===== src/rtl/cell_uv_guard.sv =====
module cell_uv_guard #(
  parameter int DW = 16,
  parameter int CW = 16
) (
  input  logic          clk,
  input  logic          rst_n,
  input  logic          smp_vld,
  input  logic [DW-1:0] cell1_v,
  input  logic [DW-1:0] cell2_v,
  input  logic [DW-1:0] cell3_v,
  input  logic [DW-1:0] cell4_v,
  input  logic          ctl_trip,
  input  logic [DW-1:0] uv_lvl,
  input  logic [DW-1:0] uv_hys,
  input  logic [DW-1:0] ov_lvl,
  input  logic [DW-1:0] qual_lvl,
  input  logic [CW-1:0] uv_dly,
  output logic          reg_en,
  output logic          prot_drv,
  output logic [1:0]    mode
);
  localparam int NC = 4;

  logic [DW-1:0] cv [NC];
  logic [NC-1:0] low, hi, ok;
  logic [DW:0]   rel_lvl;
  logic [CW-1:0] cnt, dly_eff;
  logic [CW:0]   cnt_nxt;
  logic          uv_q, out_q, ov_q;
  logic          any_low, any_ov, all_ok, hit;

  assign cv[0] = cell1_v;
  assign cv[1] = cell2_v;
  assign cv[2] = cell3_v;
  assign cv[3] = cell4_v;

  assign rel_lvl = {1'b0, uv_lvl} + {1'b0, uv_hys};

  for (genvar i = 0; i < NC; i++) begin : g_cell
    logic used;
    assign used  = cv[i] >= qual_lvl;
    assign low[i] = used && (cv[i] < uv_lvl);
    assign hi[i]  = cv[i] > ov_lvl;
    assign ok[i]  = !used || (({1'b0, cv[i]} >= rel_lvl) && (cv[i] < ov_lvl));
  end

  assign any_low = |low;
  assign any_ov  = |hi;
  assign all_ok  = &ok;

  assign dly_eff = (uv_dly == '0) ? CW'(1) : uv_dly;
  assign cnt_nxt = {1'b0, cnt} + 1'b1;
  assign hit     = cnt_nxt >= {1'b0, dly_eff};

  always_ff @(posedge clk) begin
    if (!rst_n) begin
      uv_q  <= 1'b0;
      out_q <= 1'b0;
      ov_q  <= 1'b0;
      cnt   <= '0;
    end else if (smp_vld) begin
      out_q <= any_ov | ctl_trip;
      ov_q  <= any_ov;
      if (uv_q) begin
        cnt <= '0;
        if (all_ok) uv_q <= 1'b0;
      end else if (any_low) begin
        if (hit) begin
          uv_q <= 1'b1;
          cnt  <= '0;
        end else begin
          cnt <= cnt_nxt[CW-1:0];
        end
      end else begin
        cnt <= '0;
      end
    end
  end

  assign reg_en   = !uv_q;
  assign prot_drv = out_q;
  assign mode     = out_q ? (ov_q ? 2'b10 : 2'b11) : (uv_q ? 2'b01 : 2'b00);
endmodule



===== config.mk =====
export PLATFORM = sky130hd
export DESIGN_NAME = cell_uv_guard
export DESIGN_NICKNAME = d
export VERILOG_FILES = /design/src/rtl/cell_uv_guard.sv
export SDC_FILE = /design/constraint.sdc
export NUM_CORES = 1
export LEC_CHECK = 0
export BUFFER_PORTS_ARGS = -buffer_cell sky130_fd_sc_hd__buf_4
export CORE_ASPECT_RATIO = 1.4
export CORE_MARGIN = 4
export CORE_UTILIZATION = 40
export DETAILED_ROUTE_END_ITERATION = 8
export HOLD_SLACK_MARGIN = 0.06
export PLACE_DENSITY = 0.58
export SETUP_SLACK_MARGIN = 0.1
export SLEW_MARGIN = 20
export SYNTH_ARGS = -nofsm -noshare
export SYNTH_HDL_FRONTEND = slang
export SYNTH_SLANG_ARGS = --single-unit

===== constraint.sdc =====
create_clock -name clk -period 7 [get_ports clk]
set_clock_uncertainty 0.15 [all_clocks]
set_input_delay 1.4 -clock clk [delete_from_list [all_inputs] [get_ports clk]]
set_output_delay 1.4 -clock clk [all_outputs]
set_load 0.05 [all_outputs]

After elaboration in Yosys (flattened, before gate mapping)
Index checks and enable logic that the tools add are counted.

storage, ports and cells
  bits in registers = 19
  output and inout bits = 4

operators by class
  add/sub/neg operators = 2
  $lt $le $gt $ge = 21
  multiplexer cells = 11
  bitwise logic cells = 1
  reduce and logical (&&, ||, !) cells = 21

operator list
  kind                                                              number
  16-bit < comparator                                               8
  16-bit by 17-bit greater-or-equal comparator with 1-bit output    4
  16-bit greater-or-equal comparator                                4
  16-bit > comparator                                               4
  16-bit 2-to-1 mux                                                 4
  16-bit by 1-bit adder with 17-bit output (second input constant)  1
  16-bit by 16-bit adder with 17-bit output                         1
  17-bit by 16-bit greater-or-equal comparator with 1-bit output    1
  16-bit logical NOT                                                1
  1-bit logical AND                                                 8
  4-bit OR reduction                                                2
  1-bit 2-to-1 mux                                                  6
  1-bit logical NOT                                                 5
  1-bit logical OR                                                  4
  4-bit AND reduction                                               1
  2-bit 2-to-1 mux                                                  1
  1-bit bitwise OR                                                  1

Longest topological paths before layout
Gate-level depths: netlist (run 1).

  depth after elaboration = 7
  mapped depth = 19
  gate-level depth less buffers = 19

Worst setup path before layout (run 1)
OpenSTA, ideal clock, no wires.

  path kind = input port to flip-flop
  start = input port uv_lvl[2]
  end = register uv_q
  setup time = 0.082 ns
  arrival = 5.110 ns
  required time = 6.768 ns
  slack = 1.658 ns
  stages on the path = 18
  buffers on the path = 0
  cells stage by stage = ha_1 -> o211a_1 -> a2111oi_4 -> or3_1 -> a21oi_1 -> nor3_1 -> o21bai_1 -> a21oi_1 -> xor2_1 -> ha_1 -> and4_1 -> o2111ai_1 -> o311ai_0 -> maj3_1 -> maj3_1 -> a21oi_1 -> a31oi_1 -> o2111ai_1

on the way
  longest elaborated chain between the ends = 7
  elaborated cells between the ends (all ways) = 26

ends and longest elaborated chain
  element                                                         RTL line  source
  start, declared                                                 13        input logic [DW-1:0] uv_lvl,
  16-bit by 16-bit adder with 17-bit output                       37        assign rel_lvl = {1'b0, uv_lvl} + {1'b0, uv_hys};
  16-bit by 17-bit greater-or-equal comparator with 1-bit output  44        assign ok[i] = !used || (({1'b0, cv[i]} >= rel_lvl) && (cv[i] < ov_lvl));
  1-bit logical AND                                               44
  1-bit logical OR                                                44
  4-bit AND reduction                                             49        assign all_ok = &ok;
  1-bit 2-to-1 mux                                                66        if (all_ok) uv_q <= 1'b0;
  1-bit 2-to-1 mux *                                              64        if (uv_q) begin
  end signal, assigned                                            57        uv_q <= 1'b0;
  end signal, assigned                                            66
  end signal, assigned                                            69        uv_q <= 1'b1;
  end, declared                                                   29        logic uv_q, out_q, ov_q;

Mark *: on every way between the ends. The rest lies on a longest branch, timed or not.
A chain may end at the register's enable or synchronous reset.

Final worst setup path (run 1)
Ends and elaborated chain as after synthesis.

==> results of run 1 <==
## metrics by stage
stage          hold slack [ns]  instances  power [mW]
2_1_floorplan           0.3037        928      0.5375
3_3_place_gp            0.3200       1319      0.7662
3_5_place_dp            0.3300       1319      0.7696
4_1_cts                 0.3434       1323      0.9009
5_1_grt                 0.3662       1323      0.9968
6_report                0.3464       1323      0.8998
## sequential cells by signal, indices dropped and copies added (netlist names)
register	flops
uv_q	1
ov_q	1
prot_drv	1
cnt	16
## area by class of cell
class,count,area (um^2),area share
multi-input cells,819,6879,0.7559
clock buffers,4,78.83,0.008662
inverters,86,322.8,0.03547
flip-flops and latches,19,380.4,0.04180
repair buffers,151,1134,0.1246
well taps,244,305.3,0.03355
## per-layer routing
| metal | wire [um] | GRT usage |
|---|---|---|
| met4 | 1200 | 0.1021 |
| met5 | 0 | 0 |
| met3 | 950 | 0.02092 |
| met2 | 13560 | 0.4557 |
| met1 | 10090 | 0.2557 |
## worst reg2reg max path, stage by stage, from the launching register on
cell and delay (ns):
sky130_fd_sc_hd__dfxtp_1 0.42, sky130_fd_sc_hd__ha_1 0.21, sky130_fd_sc_hd__nand3_1 0.21, sky130_fd_sc_hd__nor4_1 0.66, sky130_fd_sc_hd__and3_1 0.27, sky130_fd_sc_hd__xor2_1 0.25
sky130_fd_sc_hd__ha_1 0.29, sky130_fd_sc_hd__o21ai_0 0.13, sky130_fd_sc_hd__o21ai_0 0.12, sky130_fd_sc_hd__a21o_1 0.25, sky130_fd_sc_hd__nor2_4 0.36, sky130_fd_sc_hd__a22o_1 0.21
## path summary, 6_finish.rpt
check                      startpoint                    to  slack (ns)  cells after the start
setup / recovery            uv_lvl[2]     uv_q$_SDFFE_PN0P_        1.40                     19
hold / removal      ov_q$_SDFFE_PN0P_     ov_q$_SDFFE_PN0P_        0.35                      1
setup reg to reg  cnt[0]$_SDFFE_PN0P_  cnt[13]$_SDFFE_PN0P_        3.41                     11
hold reg to reg     ov_q$_SDFFE_PN0P_     ov_q$_SDFFE_PN0P_        0.35                      1
## logic make-up (layout without fill, tap and decap cells)
| kind of cell | Yosys count | after routing | share of synthesized area |
|---|---|---|---|
| AND/OR/NAND/NOR | 230 | 230 | 0.1579 |
| AO/OA/AOI/OAI | 280 | 280 | 0.2505 |
| flip-flops | 19 | 19 | 0.05001 |
| buffers and inverters | 90 | 241 | 0.04590 |
| multiplexers | 2 | 2 | 0.002632 |
| adder cells (fa/ha/maj) | 280 | 280 | 0.4609 |
| XOR/XNOR | 27 | 27 | 0.03208 |
## report_power, final
group / internal, mW / leakage [nW] / switching [mW]
clock: 0.0778 / 0.0382 / 0.0469
sequential: 0.111 / 0.154 / 0.00363
combinational: 0.288 / 4.45 / 0.372
## synthesized netlist by cell type, types with 14 or more instances
cell | number | area [um^2]
sky130_fd_sc_hd__a21o_1 | 18 | 135.1
sky130_fd_sc_hd__a21oi_1 | 79 | 395.4
sky130_fd_sc_hd__a22o_1 | 15 | 131.4
sky130_fd_sc_hd__dfxtp_1 | 19 | 380.4
sky130_fd_sc_hd__ha_1 | 277 | 3466
sky130_fd_sc_hd__inv_1 | 86 | 322.8
sky130_fd_sc_hd__nand2_1 | 41 | 153.9
sky130_fd_sc_hd__nand3_1 | 33 | 165.2
sky130_fd_sc_hd__nand4_1 | 35 | 219.0
sky130_fd_sc_hd__nor2_1 | 45 | 168.9
sky130_fd_sc_hd__nor2b_1 | 14 | 87.58
sky130_fd_sc_hd__nor3_1 | 18 | 90.09
sky130_fd_sc_hd__o21ai_0 | 55 | 275.3
sky130_fd_sc_hd__xor2_1 | 15 | 131.4
==> metrics.md, run 1 <==
| Metric | Value |
|---|---|
| Commonest cells after routing, fill and taps aside | sky130_fd_sc_hd__ha_1, sky130_fd_sc_hd__buf_4, sky130_fd_sc_hd__inv_1 |
| Routability congestion estimate | approximately 0.93 |
| Netlist cell types | 75 |
| Slowest Stage Delay on Critical Path | 0.47 ns |
| Synthesis-to-layout area growth | 19.64% |
| DR WL/cell | 19.50 um |
| Cell area after layout | approximately 9100 um^2 |
| Pins over their slew limit | 0 |
| Post-synthesis register bit count | 19 |
| Wire length of the first global-routing pass | 39.33 mm |
| Boundary pin count | 152 |
| Leakage power figure | roughly 4.6 nW |
| Period utilization | 0.7996 |
| Count of fill cells added during filler insertion | 1904 |
| Sequential-to-total area share from yosys stat | 0.05001 |
| Setup TNS | 0 ns |
| CP top delay family | compound AO/OA/AOI/OAI gates |
| Clk Latency, worst-skew pair | 0.26 ns |
| Min-delay worst type | reg -> reg |
| CP Max Fanout | 4 |
| Number of instances in the synthesized netlist | 928 |
| Final setup violation count | 0 |
| Data required time at the worst endpoint | 7.03 ns |
| Clock transition at path regs | around 0.060 ns |
| Overall fraction of global-route tracks in use | 0.2337 |
| Final number of hold-violating endpoints | 0 |
| Category of the worst setup path capture point | flip-flop |
| Critical path class | in -> reg |
| Post-CTS Hold Buffers | 0 |
| Share of the core filled with cells | 0.4872 |
| Total of buffers placed on input and output ports | 151 |
| Worst setup slack after layout | 1.403 ns |
| Overall die width | 124.5 um |
| Final routed wirelength across all metal layers | 25.80 mm |
| Buffers inserted during post-CTS setup optimization | 0 |
| Post-synth net total | 1354 |
| Most common cell after layout, fill and taps aside | sky130_fd_sc_hd__ha_1 |
| Count of flip-flops with a built-in enable after synthesis | 0 |
| Clock sink count | 19 |
| Site Rows | 59 |
| Maximum vdd drop | between 0.08 and 0.09 mV |
| Type of origin of the critical path | input port |
| HPWL after DPL | 23.16 mm |
| Critical-path top delay cell | sky130_fd_sc_hd__a2111oi_4 |
| Maximum clock frequency | 178.7 MHz |
| Run status | completed |
| Number of routed nets with antenna violations | 0 |
| Longest Clk Path Bufs | 2 |
| Cell chain of the critical path | buf_4 > ha_1 > o211a_1 > a2111oi_4 > or3_1 > a21oi_1 > nor3_1 > o21bai_1 > a21oi_1 > xor2_1 > ha_1 > and4_1 > o2111ai_1 > o311ai_0 > maj3_1 > maj3_1 > a21oi_1 > a31oi_1 > o2111ai_1 |
| Number of nets in the layout | about 1500 |
| Post-cts repair resize count | 0 |
| Post-synth design cell area | 7606 um^2 |
| Placement Setup Slack | 1.137 ns |
| Die area | between 20000 and 25000 um^2 |
| Number of H-tree branching levels | 1 |
| Least-Margin Pin Slew | 0.6921 ns |
| Worst slew slack as a fraction of its limit | 0.5365 |
| Fraction of layout instances using a drive strength above 1 | 0.1640 |
| Die H | 171.2 um |
| Number of antenna violations at the first check in global routing | 0 |
| Area after detailed placement | between 9000 and 10000 um^2 |
| Initial Util | 0.4072 |
| Max-Cap Viols | 0 |
| CTS tree | yes |
| Mean Syn Cell Area | between 8 and 9 um^2 |
| CP most frequent cell | sky130_fd_sc_hd__a21oi_1 |
| Via count | ~7500 |
| Area of the core | between 15000 and 20000 um^2 |
| DRC Markers | 0 |
| RSZ-0062 raised after global routing | no |
| Total CTS buffers | 3 |
| Syn. warnings | 0 |
| Clock tree root buffer cell | sky130_fd_sc_hd__clkbuf_16 |
| Synth async-reset ratio | 0 |
| Number of iterations in the first detailed-routing pass | 7 |
| Combined buffer and inverter count along the critical path | 1 |
| Vias in the first global route | 7367 |
| Via-per-instance ratio | 5.701 |
| Final global-route overflow total | 0 |
| PD cells | 98.88 nW/um^2 |
| 1st-iter DRT viols | 362 |
| Largest net degree at the start of global routing | 17 |
| Top flip-flop cell by instance count after synthesis | sky130_fd_sc_hd__dfxtp_1 |
| Ant diodes | 0 |
| Crit path DAT | 5.63 ns |
| Min Tclk post-route | 5.597 ns |
(Power assumes the default switching activity.)
==> run 2, diff against run 1 <==
- clock period: 7 -> 5.45 ns (I/O delays scaled with it)
==> run 2 against run 1 <==
  * Total power is 30% higher
  * Critical path depth down 1
  * First-iteration DRC count grew 5.2%
  * Hold slack worse by 0.018 ns
  * Largest power group unchanged
  * Sequential cell count unchanged
  * Cell count rose by 0.60%
  * Setup slack lost 0.95 ns
==> metrics.md, run 2 (same netlist as run 1, synthesis figures left out) <==
| Metric | Value |
|---|---|
| Wire length of the first global-routing pass | 39.55 mm (+0.56%) |
| Synthesis-to-layout area growth | 20.50% |
| Terminus of the critical flop-to-flop path | cnt[13]$_SDFFE_PN0P_ |
| Min-delay worst type | reg -> reg |
| Maximum vdd drop | 0.1033 mV (+24%) |
| Fraction of layout instances using a drive strength above 1 | 0.1711 (+0.007072) |
| Area of the core | 18680 um^2 (unchanged) |
| Max-Cap Viols | 0 (unchanged) |
| Boundary pin count | 152 (unchanged) |
| Worst reg2reg path startpoint | cnt[0]$_SDFFE_PN0P_ |
| Ant diodes | 0 (unchanged) |
| Overall fraction of global-route tracks in use | 0.2348 (+0.001157) |
| Overall die width | 124.5 um (unchanged) |
| Final global-route overflow total | 0 (unchanged) |
| Most common cell after layout, fill and taps aside | sky130_fd_sc_hd__ha_1 |
| Placement Setup Slack | 0.1300 ns (-1.007 ns) |
| DR WL/cell | 19.48 um (-0.10%) |
| Buffers inserted during post-CTS setup optimization | 0 (unchanged) |
| Count of fill cells added during filler insertion | 1888 (-0.84%) |
| Pint | 0.6259 mW (+31%) |
| Crit path DAT | 5.03 ns (-0.60 ns) |
| Pins over their slew limit | 0 (unchanged) |
| Period utilization | 0.9174 |
| Data required time at the worst endpoint | 5.48 ns (-1.55 ns) |
| Total of buffers placed on input and output ports | 151 (unchanged) |
| Hold wc startpoint | ov_q$_SDFFE_PN0P_ |
| Worst min-delay path endpoint | ov_q$_SDFFE_PN0P_ |
| Number of iterations in the first detailed-routing pass | 5 (-2) |
| Cell chain of the critical path | buf_4 > ha_1 > fa_1 > a21o_1 > a311o_2 > or4b_1 > nand3b_1 > a21oi_1 > xor2_1 > ha_1 > and4_1 > o2111ai_1 > o311ai_0 > maj3_1 > maj3_1 > a21oi_1 > a31oi_1 > o2111ai_1 |
| DRC Markers | 0 (unchanged) |
| Post-cts repair resize count | 0 (unchanged) |
| Share of total power consumed by net switching | 0.4648 (-0.005120) |
| Final routed wirelength across all metal layers | 25.93 mm (+0.50%) |
| Routability congestion estimate | 0.9183 (-0.72%) |
| Clk Latency, worst-skew pair | 0.26 ns (about the same) |
| Clk pwr share | 0.133 (-0.006) |
| Clock tree root buffer cell | sky130_fd_sc_hd__clkbuf_16 |
| Final setup violation count | 0 (unchanged) |
| CP Max Fanout | 5 (+1) |
| Combined buffer and inverter count along the critical path | 1 (unchanged) |
| Initial Util | 0.4072 (unchanged) |
| Die area | 21320 um^2 (unchanged) |
| Critical path class | in -> reg |
| Commonest cells after routing, fill and taps aside | sky130_fd_sc_hd__ha_1, sky130_fd_sc_hd__buf_4, sky130_fd_sc_hd__inv_1 |
| Maximum clock frequency | roughly 200 MHz |
| Critical-path top delay cell | sky130_fd_sc_hd__a311o_2 |
| Clock transition at path regs | 0.06 ns (about the same) |
| CP top delay family | adder cells |
| PD cells | 127.6 nW/um^2 (+29%) |
| Number of cells on the worst reg-to-reg path | 11 (unchanged) |
| Share of total power in sequential cells | 0.126 (-0.002) |
| Hold path cells | 1 (unchanged) |
| Vias in the first global route | 7458 (+1.2%) |
| Slack of the worst reg-to-reg path | 1.94 ns (-1.47 ns) |
| Die H | 171.2 um (unchanged) |
| Site Rows | 59 (unchanged) |
| Share of the core filled with cells | 0.4907 (+0.003484) |
| HPWL after DPL | 23.36 mm (+0.87%) |
| Slowest Stage Delay on Critical Path | 0.44 ns (-0.03 ns) |
| Final number of hold-violating endpoints | 0 (unchanged) |
| Reg with most FFs | cnt |
| Number of routed nets with antenna violations | 0 (unchanged) |
| Run status | completed |
| Longest Clk Path Bufs | 2 (unchanged) |
| Worst setup slack after layout | 0.4501 ns (-0.9529 ns) |
| Final hold slack | 0.3282 ns (-0.01811 ns) |
| Post-CTS Hold Buffers | 0 (unchanged) |
| Setup TNS | 0 ns (unchanged) |
| Clock sink count | 19 (unchanged) |
| Largest net degree at the start of global routing | 17 (unchanged) |
| Leakage power figure | 4.677 nW (+0.86%) |
| Post-layout total power | 1.169 mW (+30%) |
| CTS tree | yes |
| Number of nets in the layout | 1514 (+0.53%) |
| Min Tclk post-route | roughly 5.0 ns |
| Total CTS buffers | 3 (unchanged) |
| Via count | 7539 (-0.053%) |
| Worst slew slack as a fraction of its limit | 0.5320 (-0.004467) |
| Via-per-instance ratio | 5.664 (-0.65%) |
| Type of origin of the critical path | input port |
| Number of H-tree branching levels | 1 (unchanged) |
| Number of antenna violations at the first check in global routing | 0 (unchanged) |
| Power dissipated by switching net loads | 0.5435 mW (+29%) |
| 1st-iter DRT viols | 381 (+5.2%) |
| RSZ-0062 raised after global routing | no |
| Least-Margin Pin Slew | 0.6988 ns (+0.006669 ns) |
| Part of the power in combinational logic | 0.741 (+0.007) |
| Category of the worst setup path capture point | flip-flop |
| Number of flip-flops under the largest register name | 16 (unchanged) |
run 2: routing by layer:
metal  GRT usage  vias up  part of all wire
li1            -     3914                 -
met1      0.2574     3374              0.39
met2      0.4623      197              0.53
met3     0.02061       54             0.041
met4     0.09347        0             0.044
met5           0        -                 0
run 2: metrics by stage:
stage          instances  cell area (um^2)
4_1_cts             1331              9160
3_5_place_dp        1327              9081
2_1_floorplan        928              7606
6_report            1331              9165
5_1_grt             1331              9165
3_3_place_gp        1327              9079
run 2: worst register-to-register path, cell delays in order (launching register included):
cell,delay [ns]
sky130_fd_sc_hd__dfxtp_1,0.42
sky130_fd_sc_hd__ha_1,0.21
sky130_fd_sc_hd__nand3_1,0.22
sky130_fd_sc_hd__nor4_1,0.62
sky130_fd_sc_hd__and3_1,0.25
sky130_fd_sc_hd__xor2_1,0.24
sky130_fd_sc_hd__ha_1,0.29
sky130_fd_sc_hd__o21ai_0,0.15
sky130_fd_sc_hd__o21ai_0,0.11
sky130_fd_sc_hd__a21o_1,0.25
sky130_fd_sc_hd__nor2_4,0.36
sky130_fd_sc_hd__a22o_1,0.19
run 2: how the worst max path moves through the flow:
stage                   start           endpoint  slack (ns)  cells past startpoint
floorplan           uv_lvl[2]  uv_q$_SDFFE_PN0P_        0.42                     18
global placement    uv_lvl[2]  uv_q$_SDFFE_PN0P_        0.20                     19
detailed placement  uv_lvl[2]  uv_q$_SDFFE_PN0P_        0.13                     19
CTS                 uv_lvl[2]  uv_q$_SDFFE_PN0P_        0.38                     19
global route        uv_lvl[2]  uv_q$_SDFFE_PN0P_        0.18                     19
finish              uv_lvl[0]  uv_q$_SDFFE_PN0P_        0.45                     18
run 2: layout make-up:
type	count	area (um^2)	share of cell area
clock buffer	4	78.83	0.008601
inverter	86	322.8	0.03522
multi-input combinational	819	6884	0.7511
sequential	19	380.4	0.04150
tap	244	305.3	0.03331
timing repair buffer	159	1194	0.1302
run 2: power by group through the flow:
stage               sequential [mW]  combinational, mW  clock, mW
global placement              0.151              0.851          0
detailed placement            0.151              0.857          0
floorplan                     0.152              0.539          0
finish                        0.148              0.867      0.155
global route                  0.148              0.986      0.162
CTS                           0.148              0.865      0.157
